**config.mk**
```make
export PLATFORM = sky130hd
export DESIGN_NAME = clk_src_ctrl
export DESIGN_NICKNAME = d
export VERILOG_FILES = /design/src/rtl/clk_src_pkg.sv /design/src/rtl/ta_gate.sv /design/src/rtl/src_cfg_reg.sv /design/src/rtl/clk_switch.sv /design/src/rtl/clk_src_ctrl.sv
export SDC_FILE = /design/constraint.sdc
export NUM_CORES = 1
export LEC_CHECK = 0
export BUFFER_PORTS_ARGS = -buffer_cell sky130_fd_sc_hd__buf_2
export CORE_ASPECT_RATIO = 0.9
export CORE_UTILIZATION = 45
export CTS_CLUSTER_DIAMETER = 80
export DETAILED_ROUTE_END_ITERATION = 12
export PLACE_DENSITY = 0.82
export SYNTH_ARGS = -nofsm -noshare
export SYNTH_HDL_FRONTEND = slang
export SYNTH_SLANG_ARGS = --single-unit
```
**constraint.sdc**
```tcl
create_clock -name clk -period 3.25 [get_ports clk]
set_clock_uncertainty 0.2 [all_clocks]
set_input_delay 0 -clock clk [delete_from_list [all_inputs] [get_ports clk]]
set_output_delay 0 -clock clk [all_outputs]
set_load 0.05 [all_outputs]
```
**src/rtl/clk_src_pkg.sv**
```systemverilog
package clk_src_pkg;

  typedef enum logic [1:0] {
    SRC_FAST = 2'd0,
    SRC_SLOW = 2'd1,
    SRC_EXT  = 2'd2,
    SRC_NONE = 2'd3
  } src_e;

  localparam int NUM_SRC   = 3;
  localparam int NUM_CODES = 4;

  localparam logic [7:0] TA_KEY1 = 8'hAA;
  localparam logic [7:0] TA_KEY2 = 8'h55;

  localparam int EXT_HI    = 7;
  localparam int EXT_LO    = 6;
  localparam int FAST_BIT  = 5;
  localparam int SLOW_BIT  = 4;
  localparam int FAULT_BIT = 0;

  // Read value: reserved bits are tied low.
  function automatic logic [7:0] pack_status(input logic [1:0] ext,
                                             input logic fast,
                                             input logic slow,
                                             input logic fault);
    logic [7:0] r;
    r = '0;
    r[EXT_HI:EXT_LO] = ext;
    r[FAST_BIT]      = fast;
    r[SLOW_BIT]      = slow;
    r[FAULT_BIT]     = fault;
    return r;
  endfunction

  // Next value of the slow-RC bit under the lock rule.
  function automatic logic slow_next(input logic cur, input logic wbit,
                                     input logic locked);
    return (locked && !wbit) ? cur : wbit;
  endfunction

endpackage

```
**src/rtl/ta_gate.sv**
```systemverilog
module ta_gate
  import clk_src_pkg::*;
#(
  parameter int WIN_CYCLES = 4
) (
  input  logic       clk,
  input  logic       rst_n,
  input  logic       acc_wr,
  input  logic [7:0] acc_wdata,
  input  logic       cfg_wr,
  output logic       win_open,
  output logic       unlock_hit,
  output logic       wr_accept
);
  localparam int CW = $clog2(WIN_CYCLES + 1);
  localparam logic [CW-1:0] WIN_LOAD = CW'(WIN_CYCLES);

  logic          key1_seen;
  logic [CW-1:0] win_cnt;
  logic          key1_hit;

  assign key1_hit   = acc_wr && (acc_wdata == TA_KEY1);
  assign unlock_hit = acc_wr && (acc_wdata == TA_KEY2) && key1_seen;
  assign win_open   = (win_cnt != '0);
  assign wr_accept  = cfg_wr && win_open;

  always_ff @(posedge clk or negedge rst_n) begin
    if (!rst_n) begin
      key1_seen <= 1'b0;
      win_cnt   <= '0;
    end else begin
      key1_seen <= key1_hit;
      if (unlock_hit)     win_cnt <= WIN_LOAD;
      else if (wr_accept) win_cnt <= '0;
      else if (win_open)  win_cnt <= win_cnt - 1'b1;
    end
  end
endmodule

```
**src/rtl/src_cfg_reg.sv**
```systemverilog
module src_cfg_reg
  import clk_src_pkg::*;
(
  input  logic       clk,
  input  logic       rst_n,
  input  logic       wr_accept,
  input  logic [7:0] wdata,
  input  logic       slow_lock,
  output logic [1:0] ext_q,
  output logic       fast_q,
  output logic       slow_q
);
  always_ff @(posedge clk or negedge rst_n) begin
    if (!rst_n) begin
      ext_q  <= 2'b00;
      fast_q <= 1'b1;
      slow_q <= 1'b1;
    end else if (wr_accept) begin
      ext_q  <= wdata[EXT_HI:EXT_LO];
      fast_q <= wdata[FAST_BIT];
      slow_q <= slow_next(slow_q, wdata[SLOW_BIT], slow_lock);
    end
  end
endmodule

```
**src/rtl/clk_switch.sv**
```systemverilog
module clk_switch
  import clk_src_pkg::*;
(
  input  logic                 clk,
  input  logic                 rst_n,
  input  logic                 sw_req,
  input  logic [1:0]           sw_target,
  input  logic [NUM_CODES-1:0] ready_vec,
  output logic [1:0]           sel_src,
  output logic                 sw_fault,
  output logic                 pend_resolve
);
  logic pend_q;
  src_e pend_tgt;
  src_e sel_q;
  src_e req_tgt;

  assign req_tgt      = src_e'(sw_target);
  assign pend_resolve = pend_q && ready_vec[pend_tgt] && !sw_req;
  assign sel_src      = sel_q;

  always_ff @(posedge clk or negedge rst_n) begin
    if (!rst_n) begin
      sel_q    <= SRC_FAST;
      sw_fault <= 1'b0;
      pend_q   <= 1'b0;
      pend_tgt <= SRC_FAST;
    end else if (sw_req) begin
      if (ready_vec[req_tgt]) begin
        sel_q    <= req_tgt;
        sw_fault <= 1'b0;
        pend_q   <= 1'b0;
      end else begin
        sw_fault <= 1'b1;
        pend_q   <= 1'b1;
        pend_tgt <= req_tgt;
      end
    end else if (pend_resolve) begin
      sel_q    <= pend_tgt;
      sw_fault <= 1'b0;
      pend_q   <= 1'b0;
    end
  end
endmodule

```
**src/rtl/clk_src_ctrl.sv**
```systemverilog
module clk_src_ctrl
  import clk_src_pkg::*;
#(
  parameter int WIN_CYCLES = 4
) (
  input  logic         clk,
  input  logic         rst_n,
  input  logic         acc_wr,
  input  logic [7:0]   acc_wdata,
  input  logic         cfg_wr,
  input  logic [7:0]   cfg_wdata,
  output logic [7:0]   cfg_rdata,
  input  logic         iap_en,
  input  logic         wdt_en,
  input  logic         wkt_on_slow,
  input  logic         bod_en,
  input  logic         rstf_en,
  input  logic [2:0]   src_stable,
  input  logic         sw_req,
  input  logic [1:0]   sw_target,
  output logic [2:0]   src_en,
  output logic [1:0]   ext_mode,
  output logic         fast_rdy,
  output logic [1:0]   sel_src,
  output logic         sw_fault
);
  logic       win_open, unlock_hit, wr_accept;
  logic [1:0] ext_q;
  logic       fast_q, slow_q;
  logic       slow_lock;
  logic [NUM_SRC-1:0]   stab_eff;
  logic [NUM_CODES-1:0] ready_vec;
  logic       tgt_ready;
  logic       pend_resolve;

  assign slow_lock = wdt_en | wkt_on_slow | bod_en | rstf_en;

  ta_gate #(.WIN_CYCLES(WIN_CYCLES)) u_gate (
    .clk(clk), .rst_n(rst_n), .acc_wr(acc_wr), .acc_wdata(acc_wdata),
    .cfg_wr(cfg_wr), .win_open(win_open), .unlock_hit(unlock_hit),
    .wr_accept(wr_accept)
  );

  src_cfg_reg u_reg (
    .clk(clk), .rst_n(rst_n), .wr_accept(wr_accept), .wdata(cfg_wdata),
    .slow_lock(slow_lock), .ext_q(ext_q), .fast_q(fast_q), .slow_q(slow_q)
  );

  assign src_en[SRC_FAST] = fast_q | iap_en;
  assign src_en[SRC_SLOW] = slow_q | slow_lock;
  assign src_en[SRC_EXT]  = |ext_q;
  assign fast_rdy         = src_stable[SRC_FAST] | iap_en;
  assign stab_eff         = {src_stable[SRC_EXT], src_stable[SRC_SLOW], fast_rdy};
  assign ext_mode         = ext_q;

  for (genvar i = 0; i < NUM_CODES; i++) begin : g_ready
    if (i < NUM_SRC) begin : g_real
      assign ready_vec[i] = src_en[i] & stab_eff[i];
    end else begin : g_none
      assign ready_vec[i] = 1'b0;
    end
  end

  assign tgt_ready = ready_vec[sw_target];

  clk_switch u_sw (
    .clk(clk), .rst_n(rst_n), .sw_req(sw_req), .sw_target(sw_target),
    .ready_vec(ready_vec), .sel_src(sel_src), .sw_fault(sw_fault),
    .pend_resolve(pend_resolve)
  );

  assign cfg_rdata = pack_status(ext_q, src_en[SRC_FAST], src_en[SRC_SLOW], sw_fault);
endmodule

```
[Word-level counts from Yosys, hierarchy flattened]
Index checks and enable logic that the tools add are counted.
Storage, ports and cells
  register bits: 13
  bits of input ports: 31
  output and inout bits: 17
  word-level logic and storage cells: 54
Operators by class
  $add $sub $neg: 1
  magnitude comparators: 2
  eq/ne operators: 3
  muxes and demuxes: 13
  bitwise operators: 11
  reductions and logical operators: 16
Operators with widths (count)
  3-bit two-way mux: 3
  8-bit by 7-bit equality test with 1-bit output, second input constant: 1
  8-bit equality test, second input constant: 1
  1-bit logical AND: 7
  2-bit by 3-bit less-than comparator with 1-bit output, second input constant: 2
  2-bit two-way mux: 3
  1-bit OR: 6
  2-bit AND reduction: 3
  3-bit nonzero test: 2
  1-bit two-way mux: 5
  1-bit binary-select mux with 2-bit select: 2
  1-bit AND: 3
  3-bit by 1-bit subtractor with 3-bit output, second input constant: 1
  1-bit logical NOT: 2
  2-bit by 1-bit inequality test with 1-bit output, second input constant: 1
  1-bit inverter: 2
  2-bit nonzero test: 1
  2-bit OR reduction: 1

[Depth between registers and ports, before layout]
  depth after elaboration: 11
  mapped depth: 6
  mapped depth without buffers: 6

[Hierarchy]
A second synthesis with hierarchy kept.
Unflattened totals
  cells, all modules: 80
  area total of the unflattened synthesis: 832.0 um2
By module, submodules not included
  clk_switch: instances 1, cells each 27, area each 295.3 um2, sequential area each 125.1 um2
  ta_gate: instances 1, cells each 27, area each 264.0 um2, sequential area each 100.1 um2
  src_cfg_reg: instances 1, cells each 9, area each 151.4 um2, sequential area each 102.6 um2
  clk_src_ctrl: instances 1, cells each 17, area each 121.4 um2, sequential area each 0.0 um2

[Least setup slack after synthesis]
OpenSTA, ideal clock, no wires.
  path kind: register to register
  from: register u_reg.ext_q[1]
  to: register u_sw.sel_q[0], in the netlist u_sw.sel_src[0]
  library setup time: 0.125 ns
  arrival: 1.824 ns
  data required time: 2.925 ns
  path slack: 1.101 ns
  cell stages (with the launch flop): 6
  buffers on the path: 0
  clock period less this slack: 2.149 ns
  cells stage by stage: dfrtp_1 -> o21ai_1 -> mux2_2 -> o221a_4 -> o21bai_4 -> mux2_4
On the way
  longest elaborated chain between the ends: 8
  elaborated cells between the ends (all ways): 11
  those cells by class: eq/ne (1); mux (4); bitwise (1); reduce/logical (5)
RTL lines
  from (decl): RTL line src_cfg_reg.sv:9  | output logic [1:0] ext_q,
  from (signal assigned): RTL line src_cfg_reg.sv:19  | ext_q <= wdata[EXT_HI:EXT_LO];
  2-bit OR reduction (*): RTL line clk_src_ctrl.sv:51  | assign src_en[SRC_EXT] = |ext_q;
  1-bit AND (*): RTL line clk_src_ctrl.sv:58  | assign ready_vec[i] = src_en[i] & stab_eff[i];
  1-bit binary-select mux with 2-bit select: RTL line clk_switch.sv:19  | assign pend_resolve = pend_q && ready_vec[pend_tgt] && !sw_req;
  1-bit two-way mux (implied by the code): RTL line clk_switch.sv:19
  1-bit logical AND (2 in a row): RTL line clk_switch.sv:19
  2-bit nonzero test (no source line)
  2-bit AND reduction (no source line) (*)
  to (signal assigned): RTL line clk_switch.sv:30  | sel_q <= req_tgt;
  to (signal assigned): RTL line clk_switch.sv:39  | sel_q <= pend_tgt;
  to (decl): RTL line clk_switch.sv:15  | src_e sel_q;
Every way passes the cells marked *; elsewhere a longest branch is shown, timed or not. The select of a mux whose other input is x is not followed.
A chain may end at the register's enable or synchronous reset.

[Worst setup path after layout]
  from: register u_gate.win_cnt[0]
  to: register u_reg.slow_q
On the way
  longest elaborated chain between the ends: 3
RTL lines
  from (decl): RTL line ta_gate.sv:19  | logic [CW-1:0] win_cnt;
  from (signal assigned): RTL line ta_gate.sv:35  | else if (win_open) win_cnt <= win_cnt - 1'b1;
  3-bit nonzero test: RTL line ta_gate.sv:24  | assign win_open = (win_cnt != '0);
  1-bit logical AND: RTL line ta_gate.sv:25  | assign wr_accept = cfg_wr && win_open;
  2-bit AND reduction (no source line)
  to (signal assigned): RTL line src_cfg_reg.sv:21  | slow_q <= slow_next(slow_q, wdata[SLOW_BIT], slow_lock);
  to (decl): RTL line src_cfg_reg.sv:11  | output logic slow_q
Every way passes these cells.

==> impl_metrics.json <==
{
  "place_area_um2": 995,
  "hold_violations": 0,
  "fillCellCount": 133,
  "max_cap_viol_count": 0,
  "clock_latency_ps": 290,
  "grt_pass1_wl_mm": 3.25,
  "worstPathArrival_ps": 2380,
  "async_reset_ff_frac": 1.00,
  "cp-start-kind": "flip-flop",
  "drc": 0,
  "ant_nets": 0,
  "area_growth_pct": 45.8,
  "power.density_nw_per_um2": 746,
  "avgSynthCellArea_um2": 10.9,
  "yosys_warnings": 0,
  "ys_seq_elements": 13,
  "first_pass_iters": 4,
  "start_util": 0.486,
  "syn_area_um2": 817,
  "slew_headroom": 0.611,
  "num_rows": 14,
  "grt_max_degree": 12,
  "drive_gt1_frac": 0.469,
  "io_pins": 48,
  "dp.final_hpwl_mm": 1.39,
  "drt-initial-drc-count": 10,
  "synth_edf_count": 0,
  "grt_setup_unrepaired": "false",
  "antenna_found_initial": 0,
  "wire_per_inst_um": 12.7,
  "root_buffer": "clkbuf_4",
  "p_leak_nw": 0.572,
  "wl_mm": 1.96,
  "ys.flop_type": "dfrtp_1",
  "p_sw_mw": 0.432,
  "clock_power_share": 0.117,
  "overflow": 0,
  "cp_max_fo": 7,
  "status": "complete, no violations",
  "post-route-period-util": 0.727,
  "setup_tns_ps": 0,
  "min_path_type": "in2reg",
  "tightest_slew_ps": 583,
  "track_usage": 0.238,
  "yosysUniqueCellTypes": 31,
  "synthTopCellsByArea": "dfrtp_1 34%, mux2_2 8.3%, buf_4 7.4%, dfstp_2 6.4%, mux2_4 3.7%",
  "final_area_um2": 1190,
  "cts_setup_buffers": 0,
  "core_um2": 1680,
  "die_height_um": 42.4,
  "seq_power_share": 0.305,
  "nNetsFinal": 164,
  "synth_top_area_share": 0.337,
  "hold_ws_ps": 25.1,
  "p_sw_frac": 0.486,
  "cp-end-kind": "flip-flop",
  "vias": 767,
  "yosysSeqAreaShare": 0.401,
  "p_int_mw": 0.457,
  "cts.sink_count": 13,
  "total_power_mw": 0.889,
  "critPathKind": "reg2reg",
  "setup_viol": 0,
  "yosysTopAreaCell": "dfrtp_1",
  "insertedDiodeCount": 0,
  "cts_tree": "built",
  "io_buffers": 40,
  "vdd_drop_max_mv": 0.432,
  "htreeDepth": 1,
  "grt_pass1_vias": 709,
  "via_per_inst": 4.98,
  "final_max_slew_viol_count": 0,
  "synth_cells": 75,
  "cts_made_buffers": 3,
  "critPathRequiredTime_ps": 3270,
  "pwr-share-comb": 0.578,
  "fmax_ghz": 0.423,
  "utilization": 0.708,
  "die_w_um": 46.9,
  "die_area_um2": 1990,
  "cts.clk_slew.worst_paths_ps": 80,
  "min_period_ps": 2360,
  "gp_congestion": 0.811,
  "clockBufferDepth": 2
}
-- power groups by stage --
stage	Clock [mW]	Sequential [mW]	Combinational [mW]
finish	0.104	0.271	0.513
global route	0.112	0.280	0.557
CTS	0.106	0.270	0.513
detailed placement	0	0.274	0.478
global placement	0	0.268	0.461
floorplan	0	0.354	0.312
-- registers in the layout (all words and copies together), names as in the netlist --
| signal | cells |
|---|---|
| u_sw.pend_tgt | 2 |
| u_reg.ext_q | 2 |
| u_reg.fast_q | 1 |
| u_gate.win_cnt | 3 |
| u_gate.key1_seen | 1 |
| u_sw.sel_src | 2 |
| u_sw.sw_fault | 1 |
| u_reg.slow_q | 1 |
-- worst paths after layout --
kind	start	end	slack (ps)	cells after the start
max	u_gate.win_cnt[0]	u_reg.slow_q	890	7
min	acc_wdata[5]	u_gate.win_cnt[0]	30	4
max reg2reg	u_gate.win_cnt[0]	u_reg.slow_q	890	7
min reg2reg	u_gate.win_cnt[2]	u_gate.win_cnt[2]	290	1
max in group asynchronous	rst_n	u_gate.win_cnt[0]	1380	4
min in group asynchronous	rst_n	u_reg.slow_q	540	3
-- repair_timing --
action / in CTS / in global routing
hold buffers: 17 / 0
hold endpoints to repair: 26 / 0
resized for setup: 0 / 0
-- cell type report --
type                    count  area, um2  share of cell area
multi-input cells          50        414               0.348
inverters                   6       22.5              0.0189
repair buffers             57        370               0.311
well taps                  24       30.0              0.0252
flip-flops and latches     13        328               0.275
clock buffers               4       26.3              0.0221
-- stage by stage --
step | cells | setup WS (ps)
floorplan | 77 | 1100
global placement | 133 | 1300
detailed placement | 133 | 1260
CTS | 154 | 904
global route | 154 | 798
finish | 154 | 888
-- cells in the mapped netlist (2+ instances only) --
cell	number
dfrtp_1	11
buf_4	8
inv_1	6
mux2_2	6
nor2_1	5
a21oi_1	3
nor3_1	3
or2_2	3
dfstp_2	2
ha_1	2
mux2_4	2
nand3b_1	2
nor2b_1	2
nor4bb_1	2
o21ai_1	2
-- critical path, stage by stage (launching register included) --
cell	delay, ps
dfrtp_1	380
inv_1	50
ha_1	190
ha_1	260
nor2b_1	370
nand2b_1	100
a22o_1	190
dlygate4sd3_1	560
-- placed cells by master, fill, tap and decap left out, types with 2 or more instances in the layout --
master / n
dfstp_2: 2
nand3b_1: 2
or2_2: 3
nor2_1: 5
conb_1: 3
dfrtp_1: 11
clkbuf_4: 3
ha_1: 2
buf_2: 40
nor3_1: 3
nor2b_1: 2
o21ai_1: 2
mux2_4: 2
nor4bb_1: 2
a21oi_1: 3
dlygate4sd3_1: 17
inv_1: 6
mux2_2: 6
-- layer usage --
metal  up-vias  global-route usage  wire length (um)
met5         -                   0                 0
met4         0              0.0857                29
met3         3              0.0388                98
met2        38               0.411              1010
met1       359               0.286               826
li1        367                   -                 -
-- cells by family after synthesis --
kind of cell / share of synthesized area
fa+ha+maj: 0.0306
compound gates: 0.139
mux: 0.133
buf+inv: 0.101
flops: 0.401
simple gates: 0.190
other cells: 0.00459
(Power assumes the default switching activity.)
